### src/rtl/ea_pkg.sv
package ea_pkg;

   localparam logic [3:0] MD_IMPL = 4'd0;
   localparam logic [3:0] MD_IMM  = 4'd1;
   localparam logic [3:0] MD_DIR  = 4'd2;
   localparam logic [3:0] MD_IND  = 4'd3;
   localparam logic [3:0] MD_REG  = 4'd4;
   localparam logic [3:0] MD_RIND = 4'd5;
   localparam logic [3:0] MD_AINC = 4'd6;
   localparam logic [3:0] MD_ADEC = 4'd7;
   localparam logic [3:0] MD_REL  = 4'd8;
   localparam logic [3:0] MD_IDX  = 4'd9;
   localparam logic [3:0] MD_BASE = 4'd10;

   typedef enum logic [2:0] {
      S_IDLE   = 3'd0,
      S_CALC   = 3'd1,
      S_IND_RD = 3'd2,
      S_OP_RD  = 3'd3,
      S_DONE   = 3'd4
   } fetch_state_e;

   // Modes that need at least one memory read for the operand
   function automatic logic needs_mem(input logic [3:0] m);
      return (m == MD_DIR) || (m == MD_IND) ||
             ((m >= MD_RIND) && (m <= MD_BASE));
   endfunction

endpackage

### src/rtl/ea_regfile.sv
module ea_regfile #(
   parameter int WORD_W = 16,
   parameter int NREGS  = 8,
   localparam int SEL_W = (NREGS > 1) ? $clog2(NREGS) : 1
) (
   input  logic              clk,
   input  logic              rst_n,
   input  logic              we,
   input  logic [SEL_W-1:0]  widx,
   input  logic [WORD_W-1:0] wdata,
   input  logic              xr_we,
   input  logic [WORD_W-1:0] xr_wdata,
   input  logic [SEL_W-1:0]  ridx,
   output logic [WORD_W-1:0] rdata,
   output logic [WORD_W-1:0] xr
);

   logic [WORD_W-1:0] regs [NREGS];

   for (genvar g = 0; g < NREGS; g++) begin : g_reg
      always_ff @(posedge clk or negedge rst_n) begin
         if (!rst_n)
            regs[g] <= '0;
         else if (we && (int'(widx) == g))
            regs[g] <= wdata;
      end
   end

   always_ff @(posedge clk or negedge rst_n) begin
      if (!rst_n)
         xr <= '0;
      else if (xr_we)
         xr <= xr_wdata;
   end

   assign rdata = (int'(ridx) < NREGS) ? regs[ridx] : '0;

endmodule

### src/rtl/ea_calc.sv
module ea_calc
   import ea_pkg::*;
#(
   parameter int WORD_W     = 16,
   parameter int FIELD_W    = 12,
   parameter bit REL_SIGNED = 1'b1
) (
   input  logic [3:0]         mode,
   input  logic [FIELD_W-1:0] field,
   input  logic [WORD_W-1:0]  pc,
   input  logic [WORD_W-1:0]  rval,
   input  logic [WORD_W-1:0]  xr,
   output logic [WORD_W-1:0]  ea
);

   logic [WORD_W-1:0] field_z;
   logic [WORD_W-1:0] rel_off;
   logic [WORD_W-1:0] add_base;

   assign field_z = WORD_W'(field);

   if (REL_SIGNED) begin : g_rel_sext
      assign rel_off = WORD_W'(signed'(field));
   end else begin : g_rel_zext
      assign rel_off = field_z;
   end

   // One shared adder: the base is PC, the index register or a general register
   always_comb begin
      unique case (mode)
         MD_REL:  add_base = pc;
         MD_IDX:  add_base = xr;
         default: add_base = rval;
      endcase
   end

   always_comb begin
      unique case (mode)
         MD_DIR, MD_IND:           ea = field_z;
         MD_RIND, MD_AINC:         ea = rval;
         MD_ADEC:                  ea = rval - WORD_W'(1);
         MD_REL:                   ea = add_base + rel_off;
         MD_IDX, MD_BASE:          ea = add_base + field_z;
         default:                  ea = '0;
      endcase
   end

endmodule

### src/rtl/ea_fetch_unit.sv
module ea_fetch_unit
   import ea_pkg::*;
#(
   parameter int WORD_W     = 16,
   parameter int FIELD_W    = 12,
   parameter int NREGS      = 8,
   parameter bit REL_SIGNED = 1'b1,
   localparam int SEL_W     = (NREGS > 1) ? $clog2(NREGS) : 1
) (
   input  logic               clk,
   input  logic               rst_n,
   input  logic               start,
   input  logic [3:0]         mode,
   input  logic [FIELD_W-1:0] addr_field,
   input  logic [WORD_W-1:0]  pc_upd,
   input  logic [SEL_W-1:0]   reg_sel,
   input  logic               rf_wr_en,
   input  logic [SEL_W-1:0]   rf_wr_idx,
   input  logic [WORD_W-1:0]  rf_wr_data,
   input  logic               xr_wr_en,
   input  logic [WORD_W-1:0]  xr_wr_data,
   output logic               mem_req,
   output logic [WORD_W-1:0]  mem_addr,
   input  logic               mem_rvalid,
   input  logic [WORD_W-1:0]  mem_rdata,
   output logic [WORD_W-1:0]  ea,
   output logic [WORD_W-1:0]  operand,
   output logic               done
);

   if (FIELD_W < 2 || FIELD_W > WORD_W) begin : g_bad_field
      $error("ea_fetch_unit: FIELD_W must lie in 2..WORD_W");
   end
   if (NREGS < 1) begin : g_bad_nregs
      $error("ea_fetch_unit: NREGS must be at least 1");
   end

   fetch_state_e       st_q;
   logic [3:0]         mode_q;
   logic [FIELD_W-1:0] field_q;
   logic [WORD_W-1:0]  pc_q;
   logic [SEL_W-1:0]   sel_q;
   logic [WORD_W-1:0]  ea_q;
   logic [WORD_W-1:0]  opnd_q;

   logic               idle;
   logic [SEL_W-1:0]   rd_idx;
   logic [WORD_W-1:0]  r_val;
   logic [WORD_W-1:0]  xr_val;
   logic [WORD_W-1:0]  calc_ea;
   logic               wb_dec, wb_inc;
   logic               rf_we;
   logic [SEL_W-1:0]   rf_widx;
   logic [WORD_W-1:0]  rf_wdata;

   assign idle   = (st_q == S_IDLE);
   assign rd_idx = idle ? reg_sel : sel_q;

   // Pointer write-back: decrement before the read, increment with the final read
   assign wb_dec = (st_q == S_CALC)  && (mode_q == MD_ADEC);
   assign wb_inc = (st_q == S_OP_RD) && mem_rvalid && (mode_q == MD_AINC);

   assign rf_we    = wb_dec || wb_inc || (idle && rf_wr_en);
   assign rf_widx  = (wb_dec || wb_inc) ? sel_q : rf_wr_idx;
   assign rf_wdata = wb_dec ? calc_ea :
                     wb_inc ? (ea_q + WORD_W'(1)) : rf_wr_data;

   ea_regfile #(
      .WORD_W (WORD_W),
      .NREGS  (NREGS)
   ) u_rf (
      .clk      (clk),
      .rst_n    (rst_n),
      .we       (rf_we),
      .widx     (rf_widx),
      .wdata    (rf_wdata),
      .xr_we    (idle && xr_wr_en),
      .xr_wdata (xr_wr_data),
      .ridx     (rd_idx),
      .rdata    (r_val),
      .xr       (xr_val)
   );

   ea_calc #(
      .WORD_W     (WORD_W),
      .FIELD_W    (FIELD_W),
      .REL_SIGNED (REL_SIGNED)
   ) u_calc (
      .mode  (mode_q),
      .field (field_q),
      .pc    (pc_q),
      .rval  (r_val),
      .xr    (xr_val),
      .ea    (calc_ea)
   );

   always_ff @(posedge clk or negedge rst_n) begin
      if (!rst_n) begin
         st_q    <= S_IDLE;
         mode_q  <= MD_IMPL;
         field_q <= '0;
         pc_q    <= '0;
         sel_q   <= '0;
         ea_q    <= '0;
         opnd_q  <= '0;
      end else begin
         unique case (st_q)
            S_IDLE: if (start) begin
               mode_q  <= mode;
               field_q <= addr_field;
               pc_q    <= pc_upd;
               sel_q   <= reg_sel;
               if (needs_mem(mode)) begin
                  st_q <= S_CALC;
               end else begin
                  st_q   <= S_DONE;
                  ea_q   <= '0;
                  opnd_q <= (mode == MD_IMM) ? WORD_W'(addr_field) :
                            (mode == MD_REG) ? r_val : '0;
               end
            end
            S_CALC: begin
               ea_q <= calc_ea;
               st_q <= (mode_q == MD_IND) ? S_IND_RD : S_OP_RD;
            end
            S_IND_RD: if (mem_rvalid) begin
               ea_q <= mem_rdata;
               st_q <= S_OP_RD;
            end
            S_OP_RD: if (mem_rvalid) begin
               opnd_q <= mem_rdata;
               st_q   <= S_DONE;
            end
            S_DONE:  st_q <= S_IDLE;
            default: st_q <= S_IDLE;
         endcase
      end
   end

   assign mem_req  = (st_q == S_IND_RD) || (st_q == S_OP_RD);
   assign mem_addr = (st_q == S_IND_RD) ? WORD_W'(field_q) : ea_q;
   assign ea       = ea_q;
   assign operand  = opnd_q;
   assign done     = (st_q == S_DONE);

endmodule

### config.mk
export PLATFORM = sky130hd
export DESIGN_NAME = ea_fetch_unit
export DESIGN_NICKNAME = d
export VERILOG_FILES = /design/src/rtl/ea_pkg.sv /design/src/rtl/ea_regfile.sv /design/src/rtl/ea_calc.sv /design/src/rtl/ea_fetch_unit.sv
export SDC_FILE = /design/constraint.sdc
export NUM_CORES = 1
export LEC_CHECK = 0
export ABC_AREA = 1
export CAP_MARGIN = 20
export CORE_ASPECT_RATIO = 1.1
export CORE_UTILIZATION = 55
export CTS_BUF_LIST = sky130_fd_sc_hd__clkbuf_8
export DETAILED_ROUTE_END_ITERATION = 16
export PLACE_DENSITY = 0.78
export REMOVE_ABC_BUFFERS = 1
export SLEW_MARGIN = 20
export SYNTH_ARGS = -nofsm -noshare
export SYNTH_HDL_FRONTEND = slang
export SYNTH_SLANG_ARGS = --single-unit
### constraint.sdc
create_clock -name clk -period 4.8 [get_ports clk]
set_input_delay 0.96 -clock clk [delete_from_list [all_inputs] [get_ports clk]]
set_output_delay 0.96 -clock clk [all_outputs]
set_load 0.02 [all_outputs]
==> results of run 1 <==
cell type report:
type | count | area share, %
multi-input combinational | 1232 | 41.5
timing repair buffer | 221 | 13.2
tap | 300 | 2.41
sequential | 214 | 34.3
inverter | 165 | 4.00
clock buffer | 42 | 3.71
clock inverter | 24 | 0.866
through the flow:
stage,worst slack (ns),power (mW)
after detailed placement,0.00365,12.0
after CTS,0.566,13.7
after global routing,0.222,14.8
after global placement,0.0598,11.8
final,0.470,13.8
after floorplan,0.232,8.60
power by group:
part | leakage [nW] | internal, mW | switching [mW]
Clock | 0.426 | 0.860 | 0.789
Combinational | 4.30 | 3.46 | 5.45
Sequential | 2.59 | 2.68 | 0.604
cells by family (layout without fill, tap and decap cells):
group | Yosys count | in the layout | synth area share, %
adder cells (fa/ha/maj) | 23 | 23 | 2.30
XOR/XNOR | 10 | 10 | 0.682
flip-flops | 214 | 214 | 41.7
AO/OA/AOI/OAI | 274 | 274 | 13.0
multiplexers | 38 | 38 | 3.33
buffers and inverters | 236 | 452 | 7.89
AND/OR/NAND/NOR | 887 | 887 | 31.1
layout by cell type (no fill, tap or decap), types with 43 or more instances in the layout:
cell type,netlist,routed
buf_4,9,77
nor2_1,114,114
clkdlybuf4s50_1,0,140
nand3_1,224,224
a21oi_1,63,63
nand2_1,472,471
dfrtp_1,214,214
o21ai_0,69,69
inv_1,148,164
clkbuf_8,0,43
flip-flops by register name, summed over array words and instances, names as in the netlist:
name and flops:
sel_q 3, mode_q 4, u_rf.xr 16, ea 16, pc_q 16, operand 16, u_rf.regs 128, st_q 3
field_q 12
worst paths after layout:
check,depth (start not counted),endpoint
min in group asynchronous,1,u_rf.regs[61]
hold / removal,2,u_rf.regs[124]
setup / recovery,26,u_rf.regs[12]
hold reg to reg,2,u_rf.regs[124]
max in group asynchronous,2,pc_q[9]
setup reg to reg,29,u_rf.regs[12]
worst min-delay path: stages (launching register included):
cell,delay [ns]
dfrtp_1,0.35
nand2_1,0.06
nand2_1,0.05
metal layers:
metal / vias up / track usage [%]
li1: 5979 / -
met1: 6056 / 45.1
met2: 796 / 59.2
met3: 166 / 5.70
met4: 0 / 19.0
met5: - / 0
==> flow_summary.toml, run 1 <==
[status]
status = "finished, final reports clean"

[detailed_routing]
drtAntennaViolNets = 0
wl_met1_microns = 16300
vias = 13000
first_pass_iters = 7
wl_per_cell_microns = 19.1
routed.top_layer = "met4"
met2_wirelength_microns = 19900
remaining_drc_errors = 0
viasPerCell = 5.91
routed_wl_microns = 42100
drt_iter0_markers = 1394
wl_met3_microns = 3720

[placed_design]
portBuffers = 141
gp_congestion = 1.05
hpwl_microns = 30600
dpl_cell_area_sq_um = 14900
post-place-cells = 2132

[yosys]
syn_inst = 1682
synthArstFlopShare_pct = 100
synth_flop_cell = "dfrtp_1"
synth_area_leaders = "dfrtp_1 42%, nand2_1 14%, nand3_1 8.7%, inv_1 4.3%, mux2_2 3.3%"
synth_most_common_cell = "nand2_1"
netlist_top_cells_count = "472 x nand2_1, 224 x nand3_1, 214 x dfrtp_1"
synth-edff-count = 0
synth_cell_types = 54
yosysSeqAreaShare_pct = 41.7
synth_area_leader_cell = "dfrtp_1"
yosys_warnings = 0
netlist.area_leader.share_pct = 41.7
syn_area_sq_um = 12800
synth_seq_cells = 214
syn_avg_cell_area_sq_um = 7.63

[sta]
clock.fmax_ghz = 0.231
tightest_slew_ns = 1.01
grt_setup_unrepaired = "no"
layout_min_cycle_time_ns = 4.33
finClkSkew_ns = 0.0176
setup_tns_ns = 0
setup_violations = 0
drv_slew = 0
holdWs_ns = 0.483
hold_viol_final = 0
slew_headroom_pct = 32.4
period_share_pct = 90.2

[global_routing]
grt_pass1_wl_microns = 66700
track_usage_pct = 35.8
overflow = 0
antenna_found_initial = 1
grt_pass1_vias = 12800
grt_max_degree = 109

[run]
drv_cap = 0

[min_path]
hold_start = "u_rf.regs[124]"
hold_class = "flip-flop to flip-flop"

[clock_network]
h-tree-depth = 2
cts_tree = "built"
cts_hold_buf = 0
cts_made_buffers = 37
post_cts_buffers = 0
worstSkewPairLatency_ns = 0.56
post_cts_resized = 0
clkTransAtPathRegs_ns = 0.06
clockBufferDepth = 3
cts.sinks = 214
root_buffer = "clkbuf_8"

[floorplanning]
die-width_microns = 148
dieArea_sq_um = 24000
initial_utilization_pct = 56.2
die_y_microns = 162
io_pins = 142
core_area_sq_um = 22900
placementRows = 58

[final_layout]
fin_util_pct = 68.2
antennaDiodeCount = 0
fillerInstances = 1944
register_area_sq_um = 5360
area_growth_pct = 21.5
stdcell_area_sq_um = 15600
multi_input_area_sq_um = 6480
fin_cells = 2198
nNetsFinal = 1986
drive_gt1_share_pct = 13.3

[worst_setup_path]
rrSetupSlack_ns = 0.54
worst-path-max-fanout = 8
crit_top_cell = "nand2_1"
cp-end-kind = "flip-flop"
slowest_stage = "clkdlybuf4s50_1"
startpoint = "reg_sel[1]"
critPathTopFamily = "compound AO/OA/AOI/OAI gates"
crit_path_max_incr_delay_ns = 0.53
cp_data_arrival_time_ns = 4.77
cp_num_buf_inv = 5
reg2reg_from = "st_q[2]"
start_kind = "input pin"
critPathKind = "input pin to flip-flop"
critPathRequiredTime_ns = 5.24

[power]
peakVddDrop_mv = 0.463
p_leak_nw = 7.31
p_per_area_nw_per_um2 = 887
(Power assumes the default switching activity.)
==> inputs of run 2 (changes only) <==
CAP_MARGIN = not set   (was 20)
SETUP_SLACK_MARGIN = 0.3   (was not set)
==> flow_summary.toml, run 2 (synthesis gave the netlist of run 1 again) <==
[clock_network]
cts.sinks = 214
worstSkewPairLatency_ns = 0.56
h-tree-depth = 2
root_buffer = "clkbuf_8"
clkTransAtPathRegs_ns = 0.07
clockBufferDepth = 3
cts_hold_buf = 0
cts_tree = "built"
cts_made_buffers = 37

[floorplanning]
die_y_microns = 162
initial_utilization_pct = 56.2
placementRows = 58
core_area_sq_um = 22900
io_pins = 142
die-width_microns = 148
dieArea_sq_um = 24000

[sta]
setup_tns_ns = 0
slew_headroom_pct = 32.3
tightest_slew_ns = 1.01
holdWs_ns = 0.482
grt_setup_unrepaired = "no"
period_share_pct = 89.9
setup_ws_ns = 0.484
hold_viol_final = 0
layout_min_cycle_time_ns = 4.32
drv_slew = 0
clock.fmax_ghz = 0.232
finClkSkew_ns = 0.0184
setup_violations = 0

[placed_design]
hpwl_microns = 30600
dpl_worst_slack_ns = 0.00365
gp_congestion = 1.05
portBuffers = 141

[final_layout]
final_cell_mix = "471 x nand2_1, 224 x nand3_1, 214 x dfrtp_1, 164 x inv_1, 140 x clkdlybuf4s50_1"
layout_commonest_cell = "nand2_1"
antennaDiodeCount = 0
area_growth_pct = 21.5
regMostFlops = "u_rf.regs"
nNetsFinal = 1986
drive_gt1_share_pct = 13.3
largest_reg_flops = 128

[power]
p_int_mw = 7.01
p_clk_share_pct = 11.9
comb_power_share_pct = 64.4
p_leak_nw = 7.31
power.switching_mw = 6.84
p_seq_share_pct = 23.7
power_mw = 13.8
p_per_area_nw_per_um2 = 888
peakVddDrop_mv = 0.463
switching_share_pct = 49.4

[worst_setup_path]
worst-path-max-fanout = 14
cp-end-kind = "flip-flop"
critPathKind = "input pin to flip-flop"
critPathRequiredTime_ns = 5.23
start_kind = "input pin"
cp_data_arrival_time_ns = 4.75

[run]
drv_cap = 0

[detailed_routing]
drt_iter0_markers = 1386
drtAntennaViolNets = 0
viasPerCell = 5.90
remaining_drc_errors = 0
first_pass_iters = 6
wl_per_cell_microns = 19.1
vias = 13000
routed_wl_microns = 42100

[global_routing]
grt_pass1_vias = 12800
overflow = 0
grt_max_degree = 109
track_usage_pct = 35.8
grt_pass1_wl_microns = 66700
antenna_found_initial = 1

[status]
status = "finished, final reports clean"

[min_path]
hold_class = "flip-flop to flip-flop"
==> run 2: changes by cell type in the layout (fill, tap and decap cells not counted) <==
cell	change
o21ai_0	-2
o21ai_1	+2
==> run 2: per-stage QoR <==
| stage | util (%) | std cells | instance area, sq um |
|---|---|---|---|
| floorplan | - | 1611 | 12400 |
| global placement | 65.1 | 2132 | 14900 |
| detailed placement | 65.1 | 2132 | 14900 |
| CTS | 68.2 | 2198 | 15600 |
| global route | 68.2 | 2198 | 15600 |
| finish | 68.2 | 2198 | 15600 |
==> run 2: final cells by class <==
cell class / instances / area [sq um]
clock buffers: 42 / 578
clock inverters: 24 / 135
fillers: 1944 / 7260
inverters: 165 / 624
multi-input cells: 1232 / 6480
flip-flops and latches: 214 / 5360
well taps: 300 / 375
repair buffers: 221 / 2050
==> run 2: path summary, 6_finish.rpt <==
kind / start / to / slack [ns] / depth (start not counted)
worst min-delay path: u_rf.regs[78] / u_rf.regs[78] / 0.48 / 2
worst max-delay path: reg_sel[1] / u_rf.regs[43] / 0.48 / 18
max in group asynchronous: rst_n / u_rf.xr[8] / 3.29 / 2
worst max register to register: st_q[2] / u_rf.regs[12] / 0.62 / 29
worst min register to register: u_rf.regs[78] / u_rf.regs[78] / 0.48 / 2
min in group asynchronous: rst_n / u_rf.regs[61] / 0.53 / 1
==> run 2: timing repair <==
action	4_1_cts	5_1_grt
gates resized for setup	0	2
buffers inserted	0	0
setup endpoints to repair	0	24
==> run 2: metal layers <==
| layer | up-vias | part of all wire (%) | global-route usage [%] |
|---|---|---|---|
| li1 | 5982 | - | - |
| met1 | 6069 | 39 | 45.1 |
| met2 | 741 | 47 | 59.2 |
| met5 | - | 0 | 0 |
| met3 | 168 | 8.7 | 5.70 |
| met4 | 0 | 5.0 | 19.0 |
==> run 2: critical path: stages <==
cell and delay (ns):
clkdlybuf4s50_1 0.53, inv_1 0.10, o21ai_4 0.30, buf_4 0.28
nand3_1 0.11, nand3_1 0.10, nand2_2 0.10, inv_1 0.12
o211ai_1 0.12, ha_1 0.37, a21oi_1 0.22, buf_4 0.15
o21ai_0 0.13, o21bai_1 0.24, o21ai_0 0.42, nand4_4 0.25
nand3_1 0.16, nand2_1 0.07
==> run 2: power groups by stage <==
stage                     clock, mW  sequential (mW)  combinational, mW
after floorplan                   0             3.27               5.33
after global placement            0             3.26               8.54
after detailed placement          0             3.28               8.68
after CTS                      1.66             3.27               8.73
after global routing           1.75             3.36               9.74
final                          1.65             3.28               8.91
